File: src/rtl/sidx_pkg.sv
package sidx_pkg;
  // Strobes passed from control to datapath for one request.
  typedef struct packed {
    logic capture;   // register a new address this edge
    logic zeroBase;  // replace the base term with zero
  } sidxStrobes_t;
endpackage

File: src/rtl/sidx_ctrl.sv
module sidx_ctrl
  import sidx_pkg::*;
#(
  parameter int REG_W = 5
) (
  input  logic             clk,
  input  logic             rstN,
  input  logic             inValid,
  input  logic             isUpdate,
  input  logic [REG_W-1:0] baseRegNum,
  input  logic [REG_W-1:0] targetRegNum,
  output sidxStrobes_t     strobes,
  output logic             outValid,
  output logic             wbValid,
  output logic             illegalForm
);
  logic baseIsZero;
  logic badUpdate;
  logic goodUpdate;

  assign baseIsZero = (baseRegNum == '0);
  assign badUpdate  = isUpdate && (baseIsZero || (baseRegNum == targetRegNum));
  assign goodUpdate = isUpdate && !badUpdate;

  always_comb begin
    strobes          = '0;
    strobes.capture  = inValid;
    strobes.zeroBase = baseIsZero && !isUpdate;
  end

  always_ff @(posedge clk) begin
    if (!rstN) begin
      outValid    <= 1'b0;
      wbValid     <= 1'b0;
      illegalForm <= 1'b0;
    end else begin
      outValid    <= inValid;
      wbValid     <= inValid && goodUpdate;
      illegalForm <= inValid && badUpdate;
    end
  end

  // an illegal form never writes back
  a_r6_illegal_no_wb: assert property (@(posedge clk) disable iff (!rstN)
    illegalForm |-> !wbValid);

  // a write-back only comes with a valid result
  a_r4_wb_with_valid: assert property (@(posedge clk) disable iff (!rstN)
    wbValid |-> outValid);

  // plain forms raise no write-back
  a_r5_plain_no_wb: assert property (@(posedge clk) disable iff (!rstN)
    (inValid && !isUpdate) |=> !wbValid);

  // no result without a request
  a_r7_no_spurious: assert property (@(posedge clk) disable iff (!rstN)
    !inValid |=> (!outValid && !wbValid && !illegalForm));
endmodule

File: src/rtl/sidx_dp.sv
module sidx_dp
  import sidx_pkg::*;
#(
  parameter int ADDR_W = 64,
  parameter int SH_W   = 2,
  parameter int REG_W  = 5
) (
  input  logic              clk,
  input  logic              rstN,
  input  sidxStrobes_t      strobes,
  input  logic [ADDR_W-1:0] baseVal,
  input  logic [ADDR_W-1:0] indexVal,
  input  logic [SH_W-1:0]   shiftSel,
  input  logic [REG_W-1:0]  baseRegNum,
  output logic [ADDR_W-1:0] effAddr,
  output logic [REG_W-1:0]  wbRegNum
);
  localparam int SHAMT_W = $clog2(ADDR_W) + 1;

  logic [SHAMT_W-1:0] shiftAmt;
  logic [ADDR_W-1:0]  scaledIdx;
  logic [ADDR_W-1:0]  baseTerm;
  logic [ADDR_W-1:0]  sumAddr;

  assign shiftAmt  = SHAMT_W'(shiftSel) + SHAMT_W'(1);
  assign scaledIdx = indexVal << shiftAmt;
  assign baseTerm  = strobes.zeroBase ? '0 : baseVal;
  assign sumAddr   = baseTerm + scaledIdx;

  always_ff @(posedge clk) begin
    if (!rstN) begin
      effAddr  <= '0;
      wbRegNum <= '0;
    end else if (strobes.capture) begin
      effAddr  <= sumAddr;
      wbRegNum <= baseRegNum;
    end
  end

  // a zero base leaves only the scaled index, whose low bit is always 0
  a_r2_zero_base_even: assert property (@(posedge clk) disable iff (!rstN)
    (strobes.capture && strobes.zeroBase) |=> (effAddr[0] == 1'b0));

  // the address holds while no request arrives
  a_r7_addr_hold: assert property (@(posedge clk) disable iff (!rstN)
    !strobes.capture |=> $stable(effAddr));
endmodule

File: src/rtl/sidx_agen.sv
module sidx_agen
  import sidx_pkg::*;
#(
  parameter int ADDR_W = 64,
  parameter int SH_W   = 2,
  parameter int REG_W  = 5
) (
  input  logic              clk,
  input  logic              rstN,
  input  logic              inValid,
  input  logic              isUpdate,
  input  logic [REG_W-1:0]  baseRegNum,
  input  logic [REG_W-1:0]  targetRegNum,
  input  logic [ADDR_W-1:0] baseVal,
  input  logic [ADDR_W-1:0] indexVal,
  input  logic [SH_W-1:0]   shiftSel,
  output logic              outValid,
  output logic [ADDR_W-1:0] effAddr,
  output logic              illegalForm,
  output logic              wbValid,
  output logic [REG_W-1:0]  wbRegNum,
  output logic [ADDR_W-1:0] wbAddr
);
  sidxStrobes_t strobes;

  sidx_ctrl #(.REG_W(REG_W)) i_ctrl (
    .clk          (clk),
    .rstN         (rstN),
    .inValid      (inValid),
    .isUpdate     (isUpdate),
    .baseRegNum   (baseRegNum),
    .targetRegNum (targetRegNum),
    .strobes      (strobes),
    .outValid     (outValid),
    .wbValid      (wbValid),
    .illegalForm  (illegalForm)
  );

  sidx_dp #(.ADDR_W(ADDR_W), .SH_W(SH_W), .REG_W(REG_W)) i_dp (
    .clk        (clk),
    .rstN       (rstN),
    .strobes    (strobes),
    .baseVal    (baseVal),
    .indexVal   (indexVal),
    .shiftSel   (shiftSel),
    .baseRegNum (baseRegNum),
    .effAddr    (effAddr),
    .wbRegNum   (wbRegNum)
  );

  assign wbAddr = effAddr;

  // a write-back names a nonzero register
  a_r4_wb_reg_nonzero: assert property (@(posedge clk) disable iff (!rstN)
    wbValid |-> (wbRegNum != '0));

  // the write-back pulse lasts one cycle unless a new request followed
  a_r4_wb_one_cycle: assert property (@(posedge clk) disable iff (!rstN)
    (wbValid && !inValid) |=> !wbValid);
endmodule

File: config.mk
export PLATFORM = sky130hd
export DESIGN_NAME = sidx_agen
export DESIGN_NICKNAME = d
export VERILOG_FILES = /design/src/rtl/sidx_pkg.sv /design/src/rtl/sidx_ctrl.sv /design/src/rtl/sidx_dp.sv /design/src/rtl/sidx_agen.sv
export SDC_FILE = /design/constraint.sdc
export NUM_CORES = 1
export LEC_CHECK = 0
export ABC_AREA = 1
export BUFFER_PORTS_ARGS = -buffer_cell sky130_fd_sc_hd__buf_2
export CORE_MARGIN = 8
export CORE_UTILIZATION = 45
export DETAILED_ROUTE_END_ITERATION = 8
export PLACE_DENSITY = 0.69
export RECOVER_POWER = 50
export SYNTH_ARGS = -nofsm -noshare
export SYNTH_HDL_FRONTEND = slang
export SYNTH_SLANG_ARGS = --single-unit
File: constraint.sdc
create_clock -name clk -period 3.2 [get_ports clk]
set_input_delay 0.16 -clock clk [delete_from_list [all_inputs] [get_ports clk]]
set_output_delay 0.16 -clock clk [all_outputs]
set_load 0.1 [all_outputs]
* Yosys cells after proc, flatten, opt, wreduce, memory -nomap -nowiden
Cells that the tools add are included.
** Word-level totals
- Flip-flop bits (word level) :: 72
- Bits in latches :: 0
- RAM bits :: 0
- Memory bits (read-only) :: 0
- Input port bits :: 144
- Output and inout bits :: 136
- Logic and storage cells :: 19
- Memories :: 0
** Cells by class
- $add $sub $neg :: 2
- $mul :: 0
- Div/mod/pow operators :: 0
- Magnitude comparators :: 0
- Equal/unequal tests :: 1
- Shift operators :: 1
- Mux-type cells :: 1
- Bitwise gates (word level) :: 0
- Reduce and logical (&&, ||, !) cells :: 9
** Operator list (count)
- adder 64 bit :: 1
- two-way mux 64 bit :: 1
- left shift 64 x 7 -> 64 bit :: 1
- == test 5 bit :: 1
- logical AND 1 bit :: 5
- zero test 5 bit :: 1
- adder 2 x 1 -> 3 bit (second input constant) :: 1
- zero test 1 bit :: 2
- logical OR 1 bit :: 1

* Depth between registers and ports, before layout
Gate-level depths: netlist of run 1.
- Word-level depth :: 6
- Depth in mapped cells :: 27
- Mapped depth without buffers :: 24

* Hierarchy
A second synthesis of run 1 with hierarchy kept.
** Unflattened totals
- Cells, all modules :: 2338
- Area, all modules :: 11698.7 sq um
** By module, submodules not included
- sidx_dp :: instances 1, cells each 2238, area each 11009.3 sq um, seq. area each 1381.3 sq um
- sidx_agen :: instances 1, cells each 64, area each 480.5 sq um, seq. area each 0.0 sq um
- sidx_ctrl :: instances 1, cells each 36, area each 209.0 sq um, seq. area each 60.1 sq um

* Worst setup path before layout of run 1
No wires, ideal clock.
- Kind :: input to register
- Start :: input port shiftSel[0]
- End :: register i_dp.effAddr[32]
- Setup time :: 115 ps
- Arrival :: 2660 ps
- Required time :: 3085 ps
- Path slack :: 424 ps
- Stages on the path :: 16
- Path buffers :: 2
- Path through :: ha_1 > clkbuf_1 > clkbuf_1 > nor3_1 > ha_1 > fa_1 > nand3_1 > nand3_1 > nand2_1 > nand2_1 > nand2_1 > nand2_1 > a21oi_1 > nor2_1 > o21ai_0 > inv_1
** On the way
- Cells in the longest elaborated chain, start to end :: 3
** Ends and longest elaborated chain
- from (decl) :: RTL line sidx_agen.sv:16 : input logic [SH_W-1:0] shiftSel,
- adder 2 x 1 -> 3 bit :: RTL line sidx_dp.sv:25 : assign shiftAmt = SHAMT_W'(shiftSel) + SHAMT_W'(1);
- left shift 64 x 7 -> 64 bit :: RTL line sidx_dp.sv:26 : assign scaledIdx = indexVal << shiftAmt;
- adder 64 bit :: RTL line sidx_dp.sv:28 : assign sumAddr = baseTerm + scaledIdx;
- to (signal assigned) :: RTL line sidx_dp.sv:35 : effAddr <= sumAddr;
- to (decl) :: RTL line sidx_dp.sv:15 : output logic [ADDR_W-1:0] effAddr,
No other way between the ends.
A chain may end at the register's enable or synchronous reset.

* Final worst setup path of run 1
- Start :: input port baseRegNum[1]
- End :: register i_dp.effAddr[52]
** On the way
- Cells in the longest elaborated chain, start to end :: 4
** Ends and longest elaborated chain
- from (decl) :: RTL line sidx_agen.sv:12 : input logic [REG_W-1:0] baseRegNum,
- zero test 5 bit :: RTL line sidx_ctrl.sv:21 : assign baseIsZero = (baseRegNum == '0);
- logical AND 1 bit :: RTL line sidx_ctrl.sv:28 : strobes.zeroBase = baseIsZero && !isUpdate;
- two-way mux 64 bit :: RTL line sidx_dp.sv:27 : assign baseTerm = strobes.zeroBase ? '0 : baseVal;
- adder 64 bit :: RTL line sidx_dp.sv:28
No other way between the ends.

==> results of run 1 <==
[cells by family after synthesis]
family                   after synthesis  synth area share (%)
AND/OR/NAND/NOR                     1177                  41.0
buffers and inverters                595                  21.9
AO/OA/AOI/OAI                        222                  10.1
flip-flops                            72                  12.6
adder cells (fa/ha/maj)               65                  7.19
multiplexers                          54                  4.73
XOR/XNOR                              33                  2.53
[critical path: cells and delay by family]
family | cells | cell delay [ps]
buffers and inverters | 5 | 740
AND/OR/NAND/NOR | 13 | 1900
adder cells (fa/ha/maj) | 1 | 420
[where the power goes]
part | switching [mW] | total, mW | internal, mW
clock network | 0.463 | 1.01 | 0.549
logic | 3.84 | 5.10 | 1.26
registers | 0.106 | 1.13 | 1.02
[cell type report]
| cell class | count | area [um^2] | share of cell area (%) |
|---|---|---|---|
| inverters | 468 | 1760 | 13.0 |
| clock buffers | 9 | 225 | 1.66 |
| well taps | 330 | 413 | 3.05 |
| multi-input cells | 1551 | 7540 | 55.7 |
| flip-flops and latches | 72 | 1440 | 10.6 |
| repair buffers | 373 | 2090 | 15.5 |
| clock inverters | 7 | 72.6 | 0.536 |
[synthesized netlist by cell type (7+ instances only)]
library cell  count
clkbuf_1         33
nand3_1         118
ha_1             64
o211ai_1          7
buf_1            10
xnor2_1          15
nor3_1           10
dfxtp_1          72
xor2_1           18
inv_1           461
buf_4            64
a21oi_1          55
nor2_2            9
o21ai_0         148
mux2i_1          54
buf_2            20
nand4_1          11
nor2_1          251
nand2_1         764
[metrics by stage]
stage	util [%]	hold WS, ps	std cells	TNS (ps)
after CTS	54.2	81.0	2808	0
after global placement	53.1	431	2792	-3860
after floorplan	-	286	2218	0
final	54.1	90.1	2810	0
after global routing	54.1	110	2810	-12.4
after detailed placement	53.1	443	2792	-3370
[state kept, by name (all words and copies together) (netlist names)]
register	cells
i_dp.effAddr	64
i_ctrl.wbValid	1
i_ctrl.illegalForm	1
i_dp.wbRegNum	5
i_ctrl.outValid	1
[how the worst max path moves through the flow]
stage	depth (start not counted)	start	to
after global routing	24	shiftSel[0]	i_dp.effAddr[35]
after global placement	19	baseRegNum[1]	i_dp.effAddr[52]
after floorplan	16	shiftSel[0]	i_dp.effAddr[32]
final	19	baseRegNum[1]	i_dp.effAddr[52]
after detailed placement	19	baseRegNum[1]	i_dp.effAddr[52]
after CTS	19	baseRegNum[1]	i_dp.effAddr[52]
[layer usage]
metal / up-vias / global-route usage, % / wire length [um]
li1: 7143 / - / -
met1: 5922 / 39.7 / 21400
met2: 507 / 42.8 / 17900
met3: 24 / 4.32 / 3710
met4: 0 / 4.59 / 511
met5: - / 0 / 0
[timing repair]
| action | in CTS | in global routing |
|---|---|---|
| setup buffers | 0 | 1 |
| resized for setup | 0 | 19 |
| endpoints found under the setup margin | 0 | 25 |
==> flow_metrics.tcl, run 1 <==
set metrics [dict create \
    status "complete, no violations" \
    grt_first_pass_wirelength_mm 67.9 \
    pre_cts_slack_ps -290 \
    clock_path_buffers 2 \
    path_cells "buf_2 -> nor3_2 -> nand3_1 -> nor2_4 -> buf_12 -> buf_12 -> nor2_1 -> ha_1 -> nand2_1 -> buf_4 -> nor2_1 -> nand2_1 -> nor2_1 -> and3_1 -> nand2_1 -> nand4_1 -> nand3_1 -> nand2_1 -> inv_1" \
    cts.sinks 72 \
    dr.pass1.iters 5 \
    port_buffers 279 \
    synth_cell_types 33 \
    synth_cells 2218 \
    syn2layout_area_growth_pct 18.6 \
    finClkSkew_ps 0 \
    cp-start-kind "primary input" \
    worst_slew_pin_slew_ps 1260 \
    numCtsBuffers 9 \
    vias 13596 \
    drc 0 \
    drv_cap 0 \
    grt_max_degree 74 \
    hold_viol 0 \
    worstReg2RegEnd "i_dp.effAddr[31]" \
    slew_headroom_pct 16.6 \
    nFillCells 2828 \
    routedWlPerCell_um 15.5 \
    cts.reportedPaths.clkPinSlew_ps 70 \
    async_flop_share_pct 0 \
    coreArea_um2 25000 \
    die-area_um2 30700 \
    hold_path_depth 3 \
    cpMostUsedCell "nand2_1" \
    r2r_slack_ps 2360 \
    slew_viol_final 0 \
    globalplace.congestion 0.940 \
    nNetsFinal 2684 \
    drive_above_1_share_pct 13.1 \
    die_w_um 175 \
    final_antenna_net_count 0 \
    setup_viol_count_final 0 \
    htree_levels 3 \
    slowest_stage "ha_1" \
    ir_worst_vdd_mv 0.485 \
    total_power_mw 7.24 \
    holdCritStartpoint "baseRegNum[2]" \
    fmax_ghz 0.333 \
    wl_mm 43.6 \
    synth.yosys.seq_area_share_pct 12.6 \
    cts_tree "built" \
    grt-ovfl-total 0 \
    rows 58 \
    final_cell_mix "763 x nand2_1, 460 x inv_1, 244 x nor2_1" \
    n_antenna_cell 0 \
    worstPathRequired_ps 3450 \
    period_needed_ps 3000 \
    cp_slowest_stage_delay_ps 420 \
    fin_area_um2 13500 \
    via_per_inst 4.84 \
    yosys.area.top_type "nand2_1" \
    grt_usage_pct 27.5 \
    ys.flop_type "dfxtp_1" \
    rr_worst_depth 4 \
    ys_ff_latch 72 \
    final_common_cell "nand2_1" \
    antenna_found_initial 0 \
    finalWorstSetupSlack_ps 200 \
    io_pins 280 \
    die_h_um 175 \
    postCtsHoldBufs 0 \
    power.leakage_nw 8.46 \
    path_max_fanout 33 \
    cp.arrival_ps 3250 \
    netlist_area_um2 11400 \
    yosys-top-cells-area "nand2_1 25%, inv_1 15%, dfxtp_1 13%, nor2_1 8.3%, ha_1 7.0%" \
    hpwl_mm 37.8 \
    postSynthAreaPerCell_um2 5.15 \
    post-route-period-util_pct 93.7 \
    ys_warn_count 0 \
    start_util_pct 45.6 \
    first_iter_violations 871 \
    worst_setup_path_end_kind "flop" \
    r2r-start "i_dp.effAddr[31]" \
    p_per_area_nw_per_um2 534 \
    synth-edff-count 0 \
    grt_pass1_vias 12752 \
    min_to "i_dp.wbRegNum[2]" \
    hp-class "primary input to flop" \
    worstSkewPairLatency_ps 350 \
    syn_nets 2427 \
    yosysTopAreaCellShare_pct 25.1 \
    place_area_um2 13300 \
    cts_root_buffer "clkbuf_16" \
    critical_path_class "primary input to flop" \
]
No activity file was read; power rests on OpenSTA's default activity.
==> run 2, diff against run 1 <==
--- a/config.mk
+++ b/config.mk
@@ -10,6 +10,7 @@
 export CORE_MARGIN = 8
 export CORE_UTILIZATION = 45
 export DETAILED_ROUTE_END_ITERATION = 8
+export GPL_TIMING_DRIVEN = 0
 export PLACE_DENSITY = 0.69
 export RECOVER_POWER = 50
 export SYNTH_ARGS = -nofsm -noshare
==> flow_metrics.tcl, run 2 (synthesis gave the netlist of run 1 again) <==
set metrics [dict create \
    hp-class "primary input to flop" \
    first_iter_violations 1067 \
    die-area_um2 30700 \
    die_h_um 175 \
    die_w_um 175 \
    cts_root_buffer "clkbuf_16" \
    routedWlPerCell_um 16.2 \
    place_area_um2 13200 \
    routed-wl-met3_mm 4.00 \
    start_util_pct 45.6 \
    cts.sinks 72 \
    dr.pass1.iters 7 \
    fin_area_um2 13900 \
    post-route-period-util_pct 95.3 \
    drv_cap 0 \
    wl_met1_mm 20.3 \
    grt_first_pass_wirelength_mm 70.5 \
    power.leakage_nw 8.54 \
    worstPathRequired_ps 3420 \
    fmax_ghz 0.328 \
    critical_path_class "primary input to flop" \
    worst_setup_path_end_kind "flop" \
    grt_pass1_vias 13184 \
    path_max_fanout 10 \
    vias 14033 \
    ir_worst_vdd_mv 0.459 \
    cts_tree "built" \
    largest_reg_flops 64 \
    drive_above_1_share_pct 16.6 \
    setup_viol_count_final 0 \
    final_cell_mix "755 x nand2_1, 461 x inv_1, 230 x nor2_1" \
    top_register "i_dp.effAddr" \
    globalplace.congestion 0.998 \
    cp-start-kind "primary input" \
    final_antenna_net_count 0 \
    finClkSkew_ps 0 \
    worstSkewPairLatency_ps 330 \
    nNetsFinal 2726 \
    syn2layout_area_growth_pct 22.0 \
    grt-ovfl-total 0 \
    final_common_cell "nand2_1" \
    drc 0 \
    numCtsBuffers 9 \
    grt_max_degree 14 \
    cts.reportedPaths.clkPinSlew_ps 60 \
    period_needed_ps 3050 \
    port_buffers 278 \
    top_layer "met4" \
    antenna_found_initial 0 \
    routed-wl-met2_mm 20.4 \
    clock_path_buffers 2 \
    cp.arrival_ps 3270 \
    grt_usage_pct 28.7 \
    coreArea_um2 25000 \
    worst_slew_pin_slew_ps 1200 \
    pre_cts_slack_ps -855 \
    n_antenna_cell 0 \
    slew_viol_final 0 \
    hold_viol 0 \
    total_power_mw 7.38 \
    top_regs "i_dp.effAddr: 64 flops, i_dp.wbRegNum: 5 flops" \
    hpwl_mm 40.5 \
    via_per_inst 4.92 \
    rows 58 \
    finalWorstSetupSlack_ps 150 \
    slew_headroom_pct 20.3 \
    p_per_area_nw_per_um2 530 \
    wl_mm 46.1 \
    htree_levels 3 \
    io_pins 280 \
    status "complete, no violations" \
]
-- run 2: cell types whose count changed in the layout (fill, tap and decap cells not counted), moves of 10 or more --
cell	previous run	this run
ha_2	5	32
o21ai_0	147	113
ha_1	59	27
clkbuf_4	0	10
clkbuf_1	101	118
o21ai_1	3	36
nor2_1	244	230
nor2_2	14	27
-- run 2: power breakdown --
group,switching (mW),internal [mW]
registers,0.109,1.02
clock network,0.396,0.684
logic,3.87,1.30
-- run 2: timing repair --
item | in CTS | in global routing
cloned | 0 | 0
gates resized for setup | 26 | 160
hold buffers | 0 | 0
setup buffers | 5 | 7
setup endpoints to repair | 57 | 45
pin swaps | 5 | 16
-- run 2: cell type report --
type	instances	area, um^2
inverter	468	1760
clock inverter	7	95.1
buffer	125	826
clock buffer	9	225
fill	2754	11100
tap	330	413
multi-input combinational	1551	7800
sequential	72	1440
timing repair buffer	290	1360
-- run 2: worst max-delay path: stages --
cell,delay [ps]
buf_2,140
nor3_1,230
nand3_1,190
nor2_4,260
buf_6,190
clkbuf_4,200
nor2_1,60
ha_2,230
fa_2,450
nand3_1,120
nand3_2,120
nand2_1,90
nand2_1,110
nand2_1,80
nand2_1,110
nand3_1,140
nand3_1,100
nand2_1,60
nand3_1,90
nand2_1,90
inv_1,40
-- run 2: routing by layer --
layer	GRT usage (%)	vias up
met3	4.47	66
li1	-	7235
met5	0	-
met2	48.3	573
met4	8.72	0
met1	37.2	6159
-- run 2: final timing paths --
path	from	to	slack (ps)	cells past startpoint
min reg2reg	i_dp.wbRegNum[2]	i_dp.wbRegNum[2]	510	2
max	baseRegNum[1]	i_dp.effAddr[48]	150	21
min	isUpdate	i_ctrl.wbValid	110	3
max reg2reg	i_dp.effAddr[33]	i_dp.effAddr[33]	2280	2
-- run 2: per-stage QoR --
stage | hold slack, ps | instances | setup TNS [ps] | util (%)
2_1_floorplan | 286 | 2218 | 0 | -
3_3_place_gp | 410 | 2826 | -37480 | 52.8
3_5_place_dp | 424 | 2826 | -38470 | 52.8
4_1_cts | 105 | 2846 | 0 | 54.4
5_1_grt | 118 | 2852 | -59.5 | 55.6
6_report | 111 | 2852 | 0 | 55.6
==> run 3, diff against run 2 <==
--- a/config.mk
+++ b/config.mk
@@ -7,7 +7,7 @@
 export LEC_CHECK = 0
 export ABC_AREA = 1
 export BUFFER_PORTS_ARGS = -buffer_cell sky130_fd_sc_hd__buf_2
-export CORE_MARGIN = 8
+export CORE_MARGIN = 5
 export CORE_UTILIZATION = 45
 export DETAILED_ROUTE_END_ITERATION = 8
 export GPL_TIMING_DRIVEN = 0
==> flow_metrics.tcl, run 3 (synthesis gave the netlist of run 1 again) <==
set metrics [dict create \
    status "complete, no violations" \
    port_buffers 278 \
    dr.pass1.iters 6 \
    period_needed_ps 3060 \
    finish.utilization_pct 55.3 \
    die-area_um2 28700 \
    placed_cells 2826 \
    slew_viol_final 0 \
    largest_reg_flops 64 \
    setup_viol_count_final 0 \
    hold_ws_ps 111 \
    cts.reportedPaths.clkPinSlew_ps 60 \
    setup_tns_ps 0 \
    fmax_ghz 0.326 \
    cts.sinks 72 \
    rr_worst_depth 2 \
    top_register "i_dp.effAddr" \
    n_antenna_cell 0 \
    grtUsageMet2_pct 48.0 \
    hold_path_depth 3 \
    cp-start-kind "primary input" \
    cts_root_buffer "clkbuf_16" \
    antenna_found_initial 0 \
    vias 13948 \
    grt_pass1_vias 12800 \
    finalWorstSetupSlack_ps 135 \
    pre_cts_slack_ps -839 \
    grt_max_degree 13 \
    busiest_layer "met2" \
    hold_viol 0 \
    drive_above_1_share_pct 16.4 \
    drv_cap 0 \
    grt-ovfl-total 0 \
    globalplace.congestion 0.976 \
    fin_area_um2 13900 \
    final_common_cell "nand2_1" \
    htree_levels 3 \
    finClkSkew_ps 0 \
    use_met1_pct 41.6 \
    grt_setup_unrepaired "yes" \
    p_sw_share_pct 59.8 \
    slew_headroom_pct 20.7 \
    total_power_mw 7.30 \
    worst_setup_path_end_kind "flop" \
    worstSkewPairLatency_ps 330 \
    via_per_inst 4.89 \
    top_regs "i_dp.effAddr: 64 flops, i_dp.wbRegNum: 5 flops" \
    hp-class "primary input to flop" \
    syn2layout_area_growth_pct 21.7 \
    power.switching_mw 4.36 \
    p_per_area_nw_per_um2 525 \
    routedWlPerCell_um 15.8 \
    hpwl_mm 39.6 \
    drc 0 \
    nNetsFinal 2727 \
    p_int_mw 2.94 \
    clock_path_buffers 2 \
    worst_slew_pin_slew_ps 1190 \
    worstPathRequired_ps 3430 \
    power_frac_seq_pct 15.5 \
    rows 58 \
    grt_first_pass_wirelength_mm 68.3 \
    die_w_um 169 \
    numCtsBuffers 9 \
    path_max_fanout 10 \
    die_h_um 169 \
    pwr-share-clk_pct 13.7 \
    post-route-period-util_pct 95.8 \
    ir_worst_vdd_mv 0.516 \
    place_area_um2 13200 \
    pwr-share-comb_pct 70.9 \
    cts_tree "built" \
    critical_path_class "primary input to flop" \
    wl_mm 45.1 \
    grt_use_met3_pct 3.14 \
    grt_usage_pct 30.0 \
    coreArea_um2 25100 \
    io_pins 280 \
    final_antenna_net_count 0 \
    cp.arrival_ps 3300 \
    first_iter_violations 922 \
    final_cell_mix "752 x nand2_1, 461 x inv_1, 236 x nor2_1" \
    instances_no_fill 2853 \
    power.leakage_nw 8.55 \
    start_util_pct 45.5 \
]
[run 3: cell count changes in the layout (fill, tap and decap cells not counted), moves of 4 or more]
cell,previous run,this run
clkbuf_4,10,6
ha_1,27,35
ha_2,32,26
mux2i_1,44,40
mux2i_2,10,14
nor2_1,230,236
nor2_2,27,23
o21ai_0,113,120
o21ai_1,36,29
[run 3: worst paths after layout]
| path | from | endpoint | slack, ps |
|---|---|---|---|
| min | isUpdate | i_ctrl.wbValid | 110 |
| max reg2reg | i_dp.effAddr[34] | i_dp.effAddr[34] | 2290 |
| max | shiftSel[0] | i_dp.effAddr[60] | 140 |
| min reg2reg | i_dp.effAddr[13] | i_dp.effAddr[13] | 510 |
[run 3: cell type report]
cell class	instances	area (um^2)
sequential	72	1440
tap	330	413
clock inverter	5	56.3
timing repair buffer	291	1370
inverter	468	1760
multi-input combinational	1551	7790
clock buffer	11	243
fill	2833	11200
buffer	125	821
[run 3: per-layer routing]
metal	vias to the layer above	share of wire, %
met2	565	43
met3	85	8.1
li1	7225	-
met1	6073	45
met5	-	0
met4	0	4.0
[run 3: timing repair]
| item | CTS | global route |
|---|---|---|
| resized for setup | 41 | 127 |
| endpoints found under the setup margin | 52 | 47 |
| hold buffers | 0 | 0 |
| setup buffers | 2 | 11 |
| pin swaps | 1 | 11 |
| cloned | 0 | 0 |
[run 3: power by group through the flow]
stage               sequential (mW)  combinational (mW)  clock, mW
floorplan                      1.98                2.99          0
global placement               1.14                4.94          0
detailed placement             1.14                4.97          0
CTS                            1.13                5.02       1.01
global route                   1.15                5.55       1.05
finish                         1.13                5.17      0.997
[run 3: worst max-delay path, cell delays in order]
cell and delay [ps]:
buf_2 120, clkbuf_4 190, buf_4 190, buf_4 180
o21ai_0 350, mux2i_1 190, mux2i_1 170, ha_2 350
nand2_1 140, inv_1 50, nand2_1 60, nand2_1 70
a21oi_1 240, nand2_1 130, a21oi_1 270, nand2_1 90
nand2_1 60, nand3_1 120, nand2_1 100, inv_1 40
